===== config.mk =====
export PLATFORM = sky130hd
export DESIGN_NAME = sertx_frame
export DESIGN_NICKNAME = d
export VERILOG_FILES = /design/src/rtl/sertx_frame.sv
export SDC_FILE = /design/constraint.sdc
export NUM_CORES = 1
export LEC_CHECK = 0
export ABC_AREA = 1
export BUFFER_PORTS_ARGS = -buffer_cell sky130_fd_sc_hd__buf_2
export CAP_MARGIN = 0
export CORE_MARGIN = 1.5
export CORE_UTILIZATION = 25
export DETAILED_ROUTE_END_ITERATION = 6
export PLACE_DENSITY = 0.45
export SLEW_MARGIN = 20
export SYNTH_ARGS = -nofsm -noshare
export SYNTH_HDL_FRONTEND = slang
export SYNTH_SLANG_ARGS = --single-unit
export TNS_END_PERCENT = 50

===== constraint.sdc =====
create_clock -name clk -period 2 [get_ports clk]
set_clock_uncertainty 0.2 [all_clocks]
set_input_delay 0.3 -clock clk [delete_from_list [all_inputs] [get_ports clk]]
set_output_delay 0.3 -clock clk [all_outputs]
set_load 0.05 [all_outputs]

===== src/rtl/sertx_frame.sv =====
module sertx_frame #(
  parameter int DATA_W = 8,
  parameter int CNT_W  = 16
) (
  input  logic              clk,
  input  logic              rst_n,
  input  logic              mode_we,
  input  logic [4:0]        mode_in,
  input  logic [CNT_W-1:0]  bit_cycles,
  input  logic [DATA_W-1:0] tx_data,
  input  logic              tx_valid,
  input  logic              mp_bit,
  output logic              tx_ready,
  output logic              txd,
  output logic              sclk
);
  localparam int IDX_W = (DATA_W > 2) ? $clog2(DATA_W) : 1;
  localparam logic [IDX_W-1:0] LAST_IDX = IDX_W'(DATA_W - 1);

  typedef enum logic [2:0] {
    S_IDLE, S_START, S_DATA, S_PAR, S_MPB, S_STOP1, S_STOP2
  } st_t;

  st_t               st;
  logic [4:0]        mode_q;
  logic [CNT_W-1:0]  cnt, bc_q;
  logic [DATA_W-1:0] shreg;
  logic [IDX_W-1:0]  idx;
  logic              par_q, mpb_q;
  logic              f_par, f_mp, f_two, f_sync;

  wire accept   = tx_valid && tx_ready;
  wire e_sync   = mode_q[4];
  wire e_mp     = mode_q[3] && !e_sync;
  wire e_par    = mode_q[0] && !e_mp && !e_sync;
  wire e_two    = mode_q[2] && !e_sync;
  wire bit_last = (cnt == bc_q - CNT_W'(1));

  assign tx_ready = (st == S_IDLE);
  assign sclk = !(st == S_DATA && f_sync && cnt < (bc_q >> 1));

  always_comb begin
    case (st)
      S_START: txd = 1'b0;
      S_DATA:  txd = shreg[0];
      S_PAR:   txd = par_q;
      S_MPB:   txd = mpb_q;
      default: txd = 1'b1;
    endcase
  end

  always_ff @(posedge clk or negedge rst_n) begin
    if (!rst_n) mode_q <= '0;
    else if (mode_we) mode_q <= mode_in;
  end

  always_ff @(posedge clk or negedge rst_n) begin
    if (!rst_n) begin
      st <= S_IDLE;
      cnt <= '0;
      bc_q <= CNT_W'(1);
      shreg <= '0;
      idx <= '0;
      par_q <= 1'b0;
      mpb_q <= 1'b0;
      f_par <= 1'b0;
      f_mp <= 1'b0;
      f_two <= 1'b0;
      f_sync <= 1'b0;
    end else if (st == S_IDLE) begin
      if (accept) begin
        st <= e_sync ? S_DATA : S_START;
        cnt <= '0;
        bc_q <= (bit_cycles == '0) ? CNT_W'(1) : bit_cycles;
        shreg <= tx_data;
        idx <= '0;
        par_q <= (^tx_data) ^ mode_q[1];
        mpb_q <= mp_bit;
        f_par <= e_par;
        f_mp <= e_mp;
        f_two <= e_two;
        f_sync <= e_sync;
      end
    end else if (!bit_last) begin
      cnt <= cnt + CNT_W'(1);
    end else begin
      cnt <= '0;
      case (st)
        S_START: st <= S_DATA;
        S_DATA: begin
          shreg <= shreg >> 1;
          idx <= idx + IDX_W'(1);
          if (idx == LAST_IDX)
            st <= f_sync ? S_IDLE : f_par ? S_PAR : f_mp ? S_MPB : S_STOP1;
        end
        S_PAR, S_MPB: st <= S_STOP1;
        S_STOP1: st <= f_two ? S_STOP2 : S_IDLE;
        default: st <= S_IDLE;
      endcase
    end
  end
endmodule


# Word-level counts from Yosys, hierarchy flattened
# Cells that the tools add are included.
[classes] n_addsub=3 mul=0 n_div=0 order_cmp=1 n_eq_ne=9 shift=0 mux=23 bitwise=1 n_reduce_logical=19
[op_table] operator="two-way mux 16 bit" count=4
[op_table] operator="two-way mux 3 bit" count=11
[op_table] operator="two-way mux 8 bit" count=4
[op_table] operator="adder 16 x 1 -> 16 bit (second input constant)" count=1
[op_table] operator="equality test 16 bit" count=1
[op_table] operator="logical NOT 16 bit" count=1
[op_table] operator="< comparator 16 x 15 -> 1 bit" count=1
[op_table] operator="subtractor 16 x 1 -> 16 bit (second input constant)" count=1
[op_table] operator="one-hot mux 3 bit (4 select lines)" count=1
[op_table] operator="equality test 3 bit (second input constant)" count=3
[op_table] operator="parity 8 bit" count=1
[op_table] operator="logical AND 1 bit" count=7
[op_table] operator="equality test 3 x 2 -> 1 bit (second input constant)" count=2
[op_table] operator="AND reduction 3 bit" count=2
[op_table] operator="one-hot mux 1 bit (4 select lines)" count=1
[op_table] operator="nonzero test 2 bit" count=2
[op_table] operator="adder 3 x 1 -> 3 bit (second input constant)" count=1
[op_table] operator="equality test 3 x 1 -> 1 bit (second input constant)" count=1
[op_table] operator="logical NOT 1 bit" count=3
[op_table] operator="logical NOT 3 bit" count=1
[op_table] operator="!= test 3 x 2 -> 1 bit (second input constant)" count=1
[op_table] operator="two-way mux 2 bit" count=1
[op_table] operator="!= test 2 x 1 -> 1 bit (second input constant)" count=1
[op_table] operator="AND reduction 2 bit" count=1
[op_table] operator="other kinds (3)" count=3
[word_totals] register_bits=57 latchBits=0 ram_bits=0 romBits=0 input_bits=34 out_inout_bits=3 wordCells=68 memories=0

# Depth between registers and ports, before layout
# Gate-level depths: netlist of the first run.
[depth] depth_word=7 mapped_depth=16 ltp_nobuf=16

# Least setup slack after synthesis of the first run
# OpenSTA, ideal clock, no wires.
[synth_path] kind="register to register" startpoint="register bc_q[0]" endpoint="register cnt[10]" setup_ps=133 t_arrival_ps=1882 t_required_ps=1667 path_slack_ps=-215 path_stages_with_launch=13 n_path_buf=1 period_less_slack_ps=2215 cell_sequence="dfstp_2 inv_1 ha_1 inv_1 nand2_1 nand2_1 and2_1 nand4_1 nor3_1 nand2_2 nand2_4 buf_6 o22ai_1"
[synth_via] elab_chain_cells=4
[synth_rtl] element="from (decl)" line_no="26" rtl="logic [CNT_W-1:0] cnt, bc_q;"
[synth_rtl] element="from (signal assigned)" line_no="74" rtl="bc_q <= (bit_cycles == '0) ? CNT_W'(1) : bit_cycles;"
[synth_rtl] element="subtractor 16 x 1 -> 16 bit" line_no="37" rtl="wire bit_last = (cnt == bc_q - CNT_W'(1));"
[synth_rtl] element="equality test 16 bit" line_no="37"
[synth_rtl] element="two-way mux 16 bit" line_no="84" rtl="end else if (!bit_last) begin"
[synth_rtl] element="two-way mux 16 bit" line_no="70" rtl="end else if (st == S_IDLE) begin"
[synth_rtl] element="to (signal assigned)" line_no="85" rtl="cnt <= cnt + CNT_W'(1);"
[synth_rtl] element="to (decl)" line_no="26"
# No other way between the ends.
# A chain may end at the register's enable or synchronous reset.

# Worst setup path after layout of the first run
[layout_path] startpoint="register cnt[9]" endpoint="output port sclk"
[layout_via] elab_chain_cells=3
[layout_rtl] element="< comparator 16 x 15 -> 1 bit" line_no="40" rtl="assign sclk = !(st == S_DATA && f_sync && cnt < (bc_q >> 1));"
[layout_rtl] element="logical AND 1 bit" line_no="40"
[layout_rtl] element="logical NOT 1 bit" line_no="40"
[layout_rtl] element="to (decl)" line_no="15" rtl="output logic sclk"
# No other way between the ends.

==> results of run 1 <==
-- state kept, by name (all words and copies together), names as in the netlist --
signal and flops:
bc_q 16, f_par 1, shreg 8, cnt 16, mode_q 5, f_sync 1
par_q 1, idx 3, f_two 1, mpb_q 1, f_mp 1, st 3
-- what timing repair did --
item	CTS	global route
gates resized for setup	14	17
pin swaps	6	11
cloned	0	2
hold buffers	14	0
setup endpoints to repair	33	33
buffers inserted	1	4
endpoints found under the hold margin	69	0
-- worst paths after layout --
check	start	endpoint	slack, ps
worst max-delay path	cnt[9]	sclk	-320
worst min-delay path	bit_cycles[4]	bc_q[4]	10
worst max register to register	bc_q[0]	shreg[3]	-310
worst min register to register	mpb_q	mpb_q	280
max in group asynchronous	rst_n	bc_q[13]	920
min in group asynchronous	rst_n	cnt[2]	330
-- area by class of cell --
class,count,area [µm²]
Fill cell,1680,10000
Multi-Input combinational cell,411,2360
Sequential cell,57,1430
Timing Repair Buffer,136,1030
Inverter,72,273
Tap cell,216,270
Clock buffer,11,243
Clock inverter,5,150
-- kinds of logic after synthesis --
| logic type | share of synthesized area |
|---|---|
| xor gates and xnor gates | 0.0763 |
| AOI/OAI and AO/OA | 0.0787 |
| buffers and inverters | 0.0899 |
| muxes | 0.00560 |
| DFF | 0.355 |
| adders and majority gates | 0.0560 |
| and+or+nand+nor | 0.338 |
-- power breakdown --
part           total, W  switching, W  leakage (nW)  internal (W)
Combinational   0.00442       0.00248          1.95       0.00193
Sequential      0.00189      0.000341         0.730       0.00155
Clock           0.00206      0.000552         0.190       0.00150
Total           0.00836       0.00338          2.87       0.00498
-- tightest hold or removal path, cell delays in order --
cell and delay [ps]:
sky130_fd_sc_hd__buf_2 90, sky130_fd_sc_hd__nand2_1 50, sky130_fd_sc_hd__o21ai_0 60
-- metal layers --
metal  share of wire  vias to the layer above  wire (µm)  global-route usage
li1                -                     2060          -                   -
met3           0.024                       10        275              0.0246
met4           0.012                        0        138              0.0431
met5               0                        -          0                   0
met2            0.48                       52       5410               0.242
met1            0.49                     1819       5520               0.189
-- placed cells by master (no fill, tap or decap), types with 4 or more instances in the layout --
| cell | count |
|---|---|
| sky130_fd_sc_hd__a21oi_1 | 6 |
| sky130_fd_sc_hd__buf_2 | 33 |
| sky130_fd_sc_hd__buf_4 | 81 |
| sky130_fd_sc_hd__buf_6 | 6 |
| sky130_fd_sc_hd__bufinv_16 | 5 |
| sky130_fd_sc_hd__clkbuf_16 | 10 |
| sky130_fd_sc_hd__dfrtp_1 | 54 |
| sky130_fd_sc_hd__dlygate4sd3_1 | 14 |
| sky130_fd_sc_hd__ha_1 | 15 |
| sky130_fd_sc_hd__inv_1 | 65 |
| sky130_fd_sc_hd__inv_2 | 5 |
| sky130_fd_sc_hd__nand2_1 | 148 |
| sky130_fd_sc_hd__nand2_2 | 5 |
| sky130_fd_sc_hd__nand2_4 | 4 |
| sky130_fd_sc_hd__nand3_1 | 43 |
| sky130_fd_sc_hd__nand3_2 | 12 |
| sky130_fd_sc_hd__nand4_1 | 12 |
| sky130_fd_sc_hd__nor2_1 | 40 |
| sky130_fd_sc_hd__nor2_2 | 8 |
| sky130_fd_sc_hd__nor2_4 | 6 |
| sky130_fd_sc_hd__nor3_1 | 6 |
| sky130_fd_sc_hd__nor4_1 | 6 |
| sky130_fd_sc_hd__o21ai_0 | 32 |
| sky130_fd_sc_hd__o22ai_1 | 12 |
| sky130_fd_sc_hd__xnor2_1 | 12 |
| sky130_fd_sc_hd__xor2_1 | 23 |
-- through the flow --
step | area (µm²) | setup TNS (ps) | total power (W)
global route | 5750 | -12760 | 0.00907
finish | 5750 | -8510 | 0.00836
floorplan | 4080 | -665 | 0.00448
detailed placement | 5050 | -6650 | 0.00595
global placement | 5050 | -6710 | 0.00592
CTS | 5630 | -8440 | 0.00819
==> qor.json, run 1 <==
{
  "yosys": {
    "yosys-top-cells-area": "sky130_fd_sc_hd__dfrtp_1, sky130_fd_sc_hd__nand2_1, sky130_fd_sc_hd__inv_1",
    "area_of_the_mapped_netlist_um2": 4020,
    "yosys_warnings": 0,
    "average_cell_area_after_synthesis_um2": 7.26,
    "synth_top_cells_by_count": "sky130_fd_sc_hd__nand2_1, sky130_fd_sc_hd__inv_1, sky130_fd_sc_hd__dfrtp_1",
    "synth_seq_area_share": 0.355,
    "synth_top_area_frac": 0.349,
    "yosys.cell_count.top_type": "sky130_fd_sc_hd__nand2_1",
    "synth_cells": 554,
    "post_synthesis_net_count": 606,
    "synth_ff_type": "sky130_fd_sc_hd__dfrtp_1",
    "post_synth_num_cell_types": 34,
    "synthesized_flop_and_latch_total": 57,
    "async_reset_ff_frac": 1.00,
    "yosys.area.top_type": "sky130_fd_sc_hd__dfrtp_1",
    "synth-edff-count": 0
  },
  "run_status": {
    "failed_checks": "negative setup slack",
    "status": "finished with violations"
  },
  "clock_network": {
    "number_of_levels_in_the_clock_h_tree": 3,
    "clock_tree_from_tritoncts": "done",
    "root_cell_of_the_clock_tree": "sky130_fd_sc_hd__clkbuf_16",
    "clk_pin_slew_ps": 50,
    "tritoncts.num_buffers": 9,
    "numClockSinks": 57,
    "cts.path.max_buffers": 2,
    "worstSkewPairLatency_ps": 330
  },
  "die": {
    "floorplan.die.width_um": 130,
    "fp.dieH_um": 130,
    "floorplan.rows": 46,
    "dieArea_um2": 16900,
    "core_area_um2": 15800,
    "io_pins": 37,
    "initial_standard_cell_utilization_of_the_core": 0.255
  },
  "final_layout": {
    "area_growth_pct": 43.0,
    "antenna_cells_inserted": 0,
    "fin_cells": 908,
    "core_occupancy_in_the_finished_layout": 0.365,
    "layout-drive-gt1-share": 0.276,
    "design.final.nets": 739
  },
  "setup_path": {
    "critical_path.endpoint_type": "output pin",
    "path_buf_inv": 1,
    "slowest_delay_ps": 420,
    "critPathRequiredTime_ps": 1500,
    "critical-path-slowest-cell": "sky130_fd_sc_hd__dfrtp_1",
    "r2r.worst_path.cells": 12,
    "worst-path-max-fanout": 3,
    "cp_num_cells": 6,
    "critical_path.cell_chain": "ha_1 > a21oi_1 > o21ai_0 > a21oi_1 > nand4_1 > buf_6",
    "cpLargestDelayFamily": "compound AO/OA/AOI/OAI gates",
    "cp_arrival_ps": 1820,
    "timing.critical_path.mode_cell": "sky130_fd_sc_hd__a21oi_1",
    "critical_path_class": "reg -> out",
    "worst_setup_path_start_kind": "flop"
  },
  "place": {
    "pre_cts_ws_ps": -253,
    "total_half_perimeter_wirelength_after_legalization_and_detailed_placement_um": 8720,
    "place_congestion": 0.779,
    "place.port_buffers": 36,
    "placed_cells_incl_taps": 871
  },
  "pwr": {
    "power_density_nw_per_um2": 1450,
    "vdd_ir_drop_max_uv": 734,
    "static-leakage-power_nw": 2.87
  },
  "sta": {
    "fmaxAchievable_mhz": 431,
    "fin_crit_share": 1.16,
    "worstMarginPinSlew_ps": 512,
    "rsz0062_at_grt": "true",
    "setup_ws_ps": -321,
    "slew-limit-headroom": 0.659,
    "slew_violations": 0,
    "hold-worst-slack_ps": 10.8,
    "setup_viol": 32,
    "post-route-min-period_ps": 2320,
    "timing_hold_violations_final": 0
  },
  "global_routing": {
    "grt_util_all_layers": 0.144,
    "grt_antenna_before_repair": 0,
    "grt_pass1_vias": 3923,
    "grt_overflow_total": 0,
    "grt_first_pass_wirelength_um": 18800,
    "grt_start_max_net_pins": 35
  },
  "job": {
    "drv.max_cap_violation_count": 0
  },
  "drt": {
    "drt_drc_violations_left": 0,
    "route.detailed.wl_per_inst_um": 12.5,
    "detail-route-antenna-nets": 0,
    "vias": 3941,
    "number_of_optimization_iterations_in_the_first_detailed_route_pass": 4,
    "detailedRoute.firstIterationViolations": 200,
    "via_per_inst": 4.34,
    "routed_wirelength_um": 11300
  },
  "hold_path": {
    "worst_hold_path_type": "in -> reg",
    "worstHoldPathCells": 3
  }
}
Power figures use the tool's default switching activity.
==> run 2, diff against run 1 <==
- RECOVER_POWER: not set -> 100
==> run 2 against run 1 <==
Net effect: the run still ends with negative setup slack left; power fell by 0.42%; register-to-register slack about the same; via count rose by 0.30%; die area unchanged; largest power group unchanged.
==> qor.json, run 2 (synthesis results as in run 1) <==
{
  "run_status": {
    "status": "finished with violations",
    "failed_checks": "negative setup slack"
  },
  "pwr": {
    "total_power": {"value": 0.00832, "unit": "W", "change": "-0.42%"},
    "static-leakage-power": {"value": 2.87, "unit": "nW", "change": "-0.30%"},
    "power_density": {"value": 1450, "unit": "nW/µm²", "change": "about the same"},
    "vdd_ir_drop_max": {"value": 733, "unit": "µV", "change": "-0.11%"}
  },
  "sta": {
    "timing_hold_violations_final": {"value": 0, "change": "unchanged"},
    "slew_violations": {"value": 0, "change": "unchanged"},
    "fmaxAchievable": {"value": 431, "unit": "MHz", "change": "about the same"},
    "setup_ws": {"value": -321, "unit": "ps", "change": "-0.238 ps"},
    "post-route-min-period": {"value": 2320, "unit": "ps", "change": "+0.238 ps"},
    "fin_crit_share": {"value": 1.16, "change": "about the same"},
    "slew-limit-headroom": {"value": 0.431, "change": "-0.227"},
    "rsz0062_at_grt": "true",
    "worstMarginPinSlew": {"value": 853, "unit": "ps", "change": "+342 ps"},
    "setup_viol": {"value": 32, "change": "unchanged"}
  },
  "drt": {
    "via_per_inst": {"value": 4.35, "change": "+0.30%"},
    "drt_drc_violations_left": {"value": 0, "change": "unchanged"},
    "detail-route-antenna-nets": {"value": 0, "change": "unchanged"},
    "routed_wirelength": {"value": 11400, "unit": "µm", "change": "+0.32%"},
    "number_of_optimization_iterations_in_the_first_detailed_route_pass": {"value": 4, "change": "unchanged"},
    "detailedRoute.firstIterationViolations": {"value": 200, "change": "unchanged"},
    "vias": {"value": 3953, "change": "+0.30%"},
    "route.detailed.wl_per_inst": {"value": 12.5, "unit": "µm", "change": "+0.32%"}
  },
  "setup_path": {
    "critical_path.cell_chain": "ha_1 > a21oi_1 > o21ai_0 > a21oi_1 > nand4_1 > buf_6",
    "slowest_delay": {"value": 420, "unit": "ps", "change": "about the same"},
    "critical-path-slowest-cell": "sky130_fd_sc_hd__dfrtp_1",
    "critical_path.endpoint_type": "output pin",
    "critical_path_class": "reg -> out",
    "worst-path-max-fanout": {"value": 3, "change": "unchanged"},
    "cp_arrival": {"value": 1820, "unit": "ps", "change": "about the same"},
    "worst_setup_path_start_kind": "flop",
    "timing.critical_path.mode_cell": "sky130_fd_sc_hd__a21oi_1",
    "critPathRequiredTime": {"value": 1500, "unit": "ps", "change": "about the same"}
  },
  "clock_network": {
    "clock_tree_from_tritoncts": "done",
    "root_cell_of_the_clock_tree": "sky130_fd_sc_hd__clkbuf_16",
    "worstSkewPairLatency": {"value": 330, "unit": "ps", "change": "about the same"},
    "cts.path.max_buffers": {"value": 2, "change": "unchanged"},
    "tritoncts.num_buffers": {"value": 9, "change": "unchanged"},
    "numClockSinks": {"value": 57, "change": "unchanged"},
    "clk_pin_slew": {"value": 50, "unit": "ps", "change": "about the same"},
    "number_of_levels_in_the_clock_h_tree": {"value": 3, "change": "unchanged"}
  },
  "final_layout": {
    "fin_cells": {"value": 908, "change": "unchanged"},
    "reg_top3": "bc_q x16, cnt x16, shreg x8",
    "antenna_cells_inserted": {"value": 0, "change": "unchanged"},
    "final_cell_mix": "sky130_fd_sc_hd__nand2_1, sky130_fd_sc_hd__buf_4, sky130_fd_sc_hd__inv_1",
    "layout.cells.most_common": "sky130_fd_sc_hd__nand2_1",
    "design.final.nets": {"value": 739, "change": "unchanged"},
    "layout-drive-gt1-share": {"value": 0.272, "change": "-0.00434"},
    "area_growth_pct": 42.5,
    "finalInstanceArea": {"value": 5730, "unit": "µm²", "change": "-0.37%"}
  },
  "die": {
    "floorplan.die.width": {"value": 130, "unit": "µm", "change": "unchanged"},
    "io_pins": {"value": 37, "change": "unchanged"},
    "initial_standard_cell_utilization_of_the_core": {"value": 0.255, "change": "unchanged"},
    "floorplan.rows": {"value": 46, "change": "unchanged"},
    "dieArea": {"value": 16900, "unit": "µm²", "change": "unchanged"},
    "fp.dieH": {"value": 130, "unit": "µm", "change": "unchanged"},
    "core_area": {"value": 15800, "unit": "µm²", "change": "unchanged"}
  },
  "place": {
    "placed_cells_incl_taps": {"value": 871, "change": "unchanged"},
    "total_half_perimeter_wirelength_after_legalization_and_detailed_placement": {"value": 8720, "unit": "µm", "change": "unchanged"},
    "detailed_place.area": {"value": 5050, "unit": "µm²", "change": "unchanged"},
    "place.port_buffers": {"value": 36, "change": "unchanged"},
    "place_congestion": {"value": 0.779, "change": "unchanged"}
  },
  "global_routing": {
    "grt_first_pass_wirelength": {"value": 18800, "unit": "µm", "change": "unchanged"},
    "grt_antenna_before_repair": {"value": 0, "change": "unchanged"},
    "global_route.usage.met1": {"value": 0.189, "change": "unchanged"},
    "grt.met3_usage": {"value": 0.0246, "change": "unchanged"},
    "layer_with_the_highest_usage": "met2",
    "grt_start_max_net_pins": {"value": 35, "change": "unchanged"},
    "grt_overflow_total": {"value": 0, "change": "unchanged"},
    "grt_util_all_layers": {"value": 0.144, "change": "unchanged"},
    "grt_pass1_vias": {"value": 3923, "change": "unchanged"},
    "met2_usage": {"value": 0.242, "change": "unchanged"}
  },
  "hold_path": {
    "worst_hold_path_type": "in -> reg"
  },
  "job": {
    "drv.max_cap_violation_count": {"value": 0, "change": "unchanged"}
  }
}
-- run 2: power by group --
| part | leakage (nW) | internal (W) | switching, W |
|---|---|---|---|
| Combinational | 1.95 | 0.00192 | 0.00247 |
| Sequential | 0.730 | 0.00155 | 0.000332 |
| Clock | 0.190 | 0.00150 | 0.000551 |
| Total | 2.87 | 0.00497 | 0.00336 |
-- run 2: layout make-up --
cell class | instances | area, µm²
clock buffers | 11 | 243
clock inverters | 5 | 150
fillers | 1682 | 10000
inverters | 72 | 273
multi-input cells | 411 | 2340
flip-flops and latches | 57 | 1430
well taps | 216 | 270
repair buffers | 136 | 1020
-- run 2: critical path, delay by kind of cell, from the launching register on --
family | cells | cell delay, ps
AO/OA/AOI/OAI | 3 | 430
flip-flops | 1 | 420
adder cells (fa/ha/maj) | 1 | 320
buffers and inverters | 1 | 180
AND/OR/NAND/NOR | 1 | 140
-- run 2: path summary, 6_finish.rpt --
check | from | end | slack, ps | cells past startpoint
hold reg to reg | mpb_q | mpb_q | 280 | 2
min in group asynchronous | rst_n | shreg[6] | 480 | 3
setup / recovery | cnt[9] | sclk | -320 | 6
setup reg to reg | bc_q[0] | shreg[3] | -310 | 12
hold / removal | bit_cycles[4] | bc_q[4] | 10 | 3
max in group asynchronous | rst_n | bc_q[13] | 500 | 3
-- run 2: repair_timing --
item	in CTS	in global routing
gates resized for setup	14	17
gates cloned	0	2
setup endpoints to repair	33	33
endpoints found under the hold margin	69	0
pin swaps	6	11
hold buffers	14	0
buffers inserted	1	4
-- run 2: through the flow --
stage,TNS [ps],hold WS [ps],utilization,setup WS (ps)
2_1_floorplan,-665,-196,-,-112
3_3_place_gp,-6710,145,0.320,-261
3_5_place_dp,-6650,144,0.320,-253
4_1_cts,-8440,4.49,0.357,-388
5_1_grt,-14250,23.5,0.363,-489
6_report,-8580,10.6,0.363,-321
-- run 2: metal layers --
metal	vias up	wire [µm]	share of wire
met1	1826	5540	0.49
met4	0	138	0.012
met5	-	0	0
met3	10	282	0.025
li1	2063	-	-
met2	54	5430	0.48
==> run 3, diff against run 2 <==
- PLACE_DENSITY: 0.45 -> 0.43
==> run 3 against run 2 <==
Net effect: the run still ends with negative setup slack left; global-route usage up 0.48 points; sequential power is essentially flat; worst hold slack gained 2.2 ps; critical path type unchanged; largest cell class unchanged; largest power group unchanged.
==> qor.json, run 3 (synthesis results as in run 1) <==
{
  "final_layout": {
    "area_growth_pct": 45.8,
    "core_occupancy_in_the_finished_layout": {"value": 0.372, "change": "+0.00825"},
    "layout.cells.most_common": "sky130_fd_sc_hd__nand2_1",
    "layout-drive-gt1-share": {"value": 0.321, "change": "+0.0492"},
    "design.final.nets": {"value": 744, "change": "+0.68%"},
    "reg_top3": "bc_q x16, cnt x16, shreg x8",
    "final_cell_mix": "sky130_fd_sc_hd__nand2_1, sky130_fd_sc_hd__buf_4, sky130_fd_sc_hd__inv_1",
    "antenna_cells_inserted": {"value": 0, "change": "unchanged"},
    "fin_cells": {"value": 911, "change": "+0.33%"}
  },
  "pwr": {
    "vdd_ir_drop_max": {"value": 682, "unit": "µV", "change": "-6.9%"},
    "power_density": {"value": 1400, "unit": "nW/µm²", "change": "-3.9%"},
    "static-leakage-power": {"value": 2.88, "unit": "nW", "change": "+0.41%"}
  },
  "sta": {
    "timing_hold_violations_final": {"value": 0, "change": "unchanged"},
    "setup_viol": {"value": 32, "change": "unchanged"},
    "fmaxAchievable": {"value": 429, "unit": "MHz", "change": "-0.46%"},
    "setup_ws": {"value": -331, "unit": "ps", "change": "-10.6 ps"},
    "post-route-min-period": {"value": 2330, "unit": "ps", "change": "+10.6 ps"},
    "worstMarginPinSlew": {"value": 858, "unit": "ps", "change": "+4.70 ps"},
    "slew-limit-headroom": {"value": 0.428, "change": "-0.00313"},
    "rsz0062_at_grt": "true",
    "slew_violations": {"value": 0, "change": "unchanged"},
    "fin_crit_share": {"value": 1.17, "change": "+0.00530"}
  },
  "die": {
    "initial_standard_cell_utilization_of_the_core": {"value": 0.255, "change": "unchanged"},
    "floorplan.die.width": {"value": 130, "unit": "µm", "change": "unchanged"},
    "core_area": {"value": 15800, "unit": "µm²", "change": "unchanged"},
    "fp.dieH": {"value": 130, "unit": "µm", "change": "unchanged"},
    "io_pins": {"value": 37, "change": "unchanged"},
    "dieArea": {"value": 16900, "unit": "µm²", "change": "unchanged"},
    "floorplan.rows": {"value": 46, "change": "unchanged"}
  },
  "clock_network": {
    "tritoncts.num_buffers": {"value": 9, "change": "unchanged"},
    "cts.path.max_buffers": {"value": 2, "change": "unchanged"},
    "number_of_levels_in_the_clock_h_tree": {"value": 3, "change": "unchanged"},
    "clk_pin_slew": {"value": 50, "unit": "ps", "change": "about the same"},
    "root_cell_of_the_clock_tree": "sky130_fd_sc_hd__clkbuf_16",
    "clock_tree_from_tritoncts": "done",
    "numClockSinks": {"value": 57, "change": "unchanged"},
    "worstSkewPairLatency": {"value": 330, "unit": "ps", "change": "about the same"}
  },
  "place": {
    "total_half_perimeter_wirelength_after_legalization_and_detailed_placement": {"value": 9040, "unit": "µm", "change": "+3.6%"},
    "place_congestion": {"value": 0.814, "change": "+4.4%"},
    "place.port_buffers": {"value": 36, "change": "unchanged"},
    "pre_cts_ws": {"value": -277, "unit": "ps", "change": "-23.9 ps"},
    "placed_cells_incl_taps": {"value": 868, "change": "-0.34%"}
  },
  "drt": {
    "routed_wirelength": {"value": 11900, "unit": "µm", "change": "+4.7%"},
    "detail-route-antenna-nets": {"value": 0, "change": "unchanged"},
    "number_of_optimization_iterations_in_the_first_detailed_route_pass": {"value": 4, "change": "unchanged"},
    "drt_drc_violations_left": {"value": 0, "change": "unchanged"},
    "detailedRoute.firstIterationViolations": {"value": 188, "change": "-6.0%"},
    "vias": {"value": 3940, "change": "-0.33%"},
    "via_per_inst": {"value": 4.32, "change": "-0.66%"},
    "route.detailed.wl_per_inst": {"value": 13.1, "unit": "µm", "change": "+4.4%"}
  },
  "setup_path": {
    "critical_path.cell_chain": "ha_1 > nand2_1 > inv_1 > o21ai_0 > nand2_1 > a21oi_1 > nand4_1 > buf_6",
    "critical_path_class": "reg -> out",
    "critical-path-slowest-cell": "sky130_fd_sc_hd__dfrtp_1",
    "slowest_delay": {"value": 420, "unit": "ps", "change": "about the same"},
    "worst_setup_path_start_kind": "flop",
    "critical_path.endpoint_type": "output pin",
    "worst-path-max-fanout": {"value": 3, "change": "unchanged"},
    "cp_arrival": {"value": 1830, "unit": "ps", "change": "about the same"},
    "timing.critical_path.mode_cell": "sky130_fd_sc_hd__nand2_1",
    "critPathRequiredTime": {"value": 1500, "unit": "ps", "change": "about the same"}
  },
  "global_routing": {
    "grt_antenna_before_repair": {"value": 0, "change": "unchanged"},
    "grt_start_max_net_pins": {"value": 35, "change": "unchanged"},
    "grt_util_all_layers": {"value": 0.149, "change": "+0.00479"},
    "grt_first_pass_wirelength": {"value": 19200, "unit": "µm", "change": "+2.3%"},
    "grt_overflow_total": {"value": 0, "change": "unchanged"},
    "grt_pass1_vias": {"value": 3962, "change": "+0.99%"}
  },
  "hold_path": {
    "worst_hold_path_type": "in -> reg"
  },
  "job": {
    "drv.max_cap_violation_count": {"value": 0, "change": "unchanged"}
  },
  "run_status": {
    "failed_checks": "negative setup slack",
    "status": "finished with violations"
  }
}
## run 3: power breakdown
part	total, W	internal, W	switching (W)
clock	0.00151	0.000980	0.000530
sequential	0.00189	0.00155	0.000338
combinational	0.00479	0.00210	0.00269
## run 3: area by class of cell
| type | count | area, µm² |
|---|---|---|
| clock buffers | 11 | 243 |
| flip-flops and latches | 57 | 1430 |
| multi-input cells | 411 | 2500 |
| fillers | 1698 | 9910 |
| repair buffers | 141 | 1100 |
| clock inverters | 3 | 42.5 |
| well taps | 216 | 270 |
| inverters | 72 | 273 |
## run 3: worst paths after layout
path / endpoint / slack, ps / start / depth (start not counted)
worst max-delay path: sclk / -330 / cnt[13] / 8
max in group asynchronous: st[2] / 480 / rst_n / 3
worst min-delay path: bc_q[4] / 10 / bit_cycles[4] / 3
min in group asynchronous: shreg[6] / 460 / rst_n / 3
worst max register to register: shreg[1] / -320 / bc_q[2] / 15
worst min register to register: mpb_q / 270 / mpb_q / 2
## run 3: worst max-delay path: cells and delay by family (launching register included)
kind | cells | cell delay (ps)
flip-flops | 1 | 420
adder cells (fa/ha/maj) | 1 | 320
AND/OR/NAND/NOR | 3 | 280
AO/OA/AOI/OAI | 2 | 250
buffers and inverters | 2 | 210
## run 3: timing repair
item | in CTS | in global routing
endpoints found under the setup margin | 33 | 33
gates resized for setup | 9 | 65
endpoints found under the hold margin | 70 | 0
setup buffers | 1 | 9
pin swaps | 6 | 29
gates cloned | 0 | 4
hold buffers | 15 | 0
## run 3: metrics by stage
stage	hold slack, ps	area (µm²)	total power [W]	TNS (ps)
6_report	12.8	5860	0.00818	-8790
5_1_grt	18.2	5860	0.00888	-13690
4_1_cts	3.91	5510	0.00762	-8710
3_5_place_dp	146	5040	0.00595	-7420
3_3_place_gp	140	5040	0.00591	-7410
2_1_floorplan	-196	4080	0.00448	-665
## run 3: routing by layer
layer | vias to the layer above | GRT usage | routed length (µm)
li1 | 2065 | - | -
met3 | 5 | 0.0406 | 337
met4 | 0 | 0.0327 | 79
met2 | 50 | 0.248 | 5730
met5 | - | 0 | 0
met1 | 1820 | 0.192 | 5780
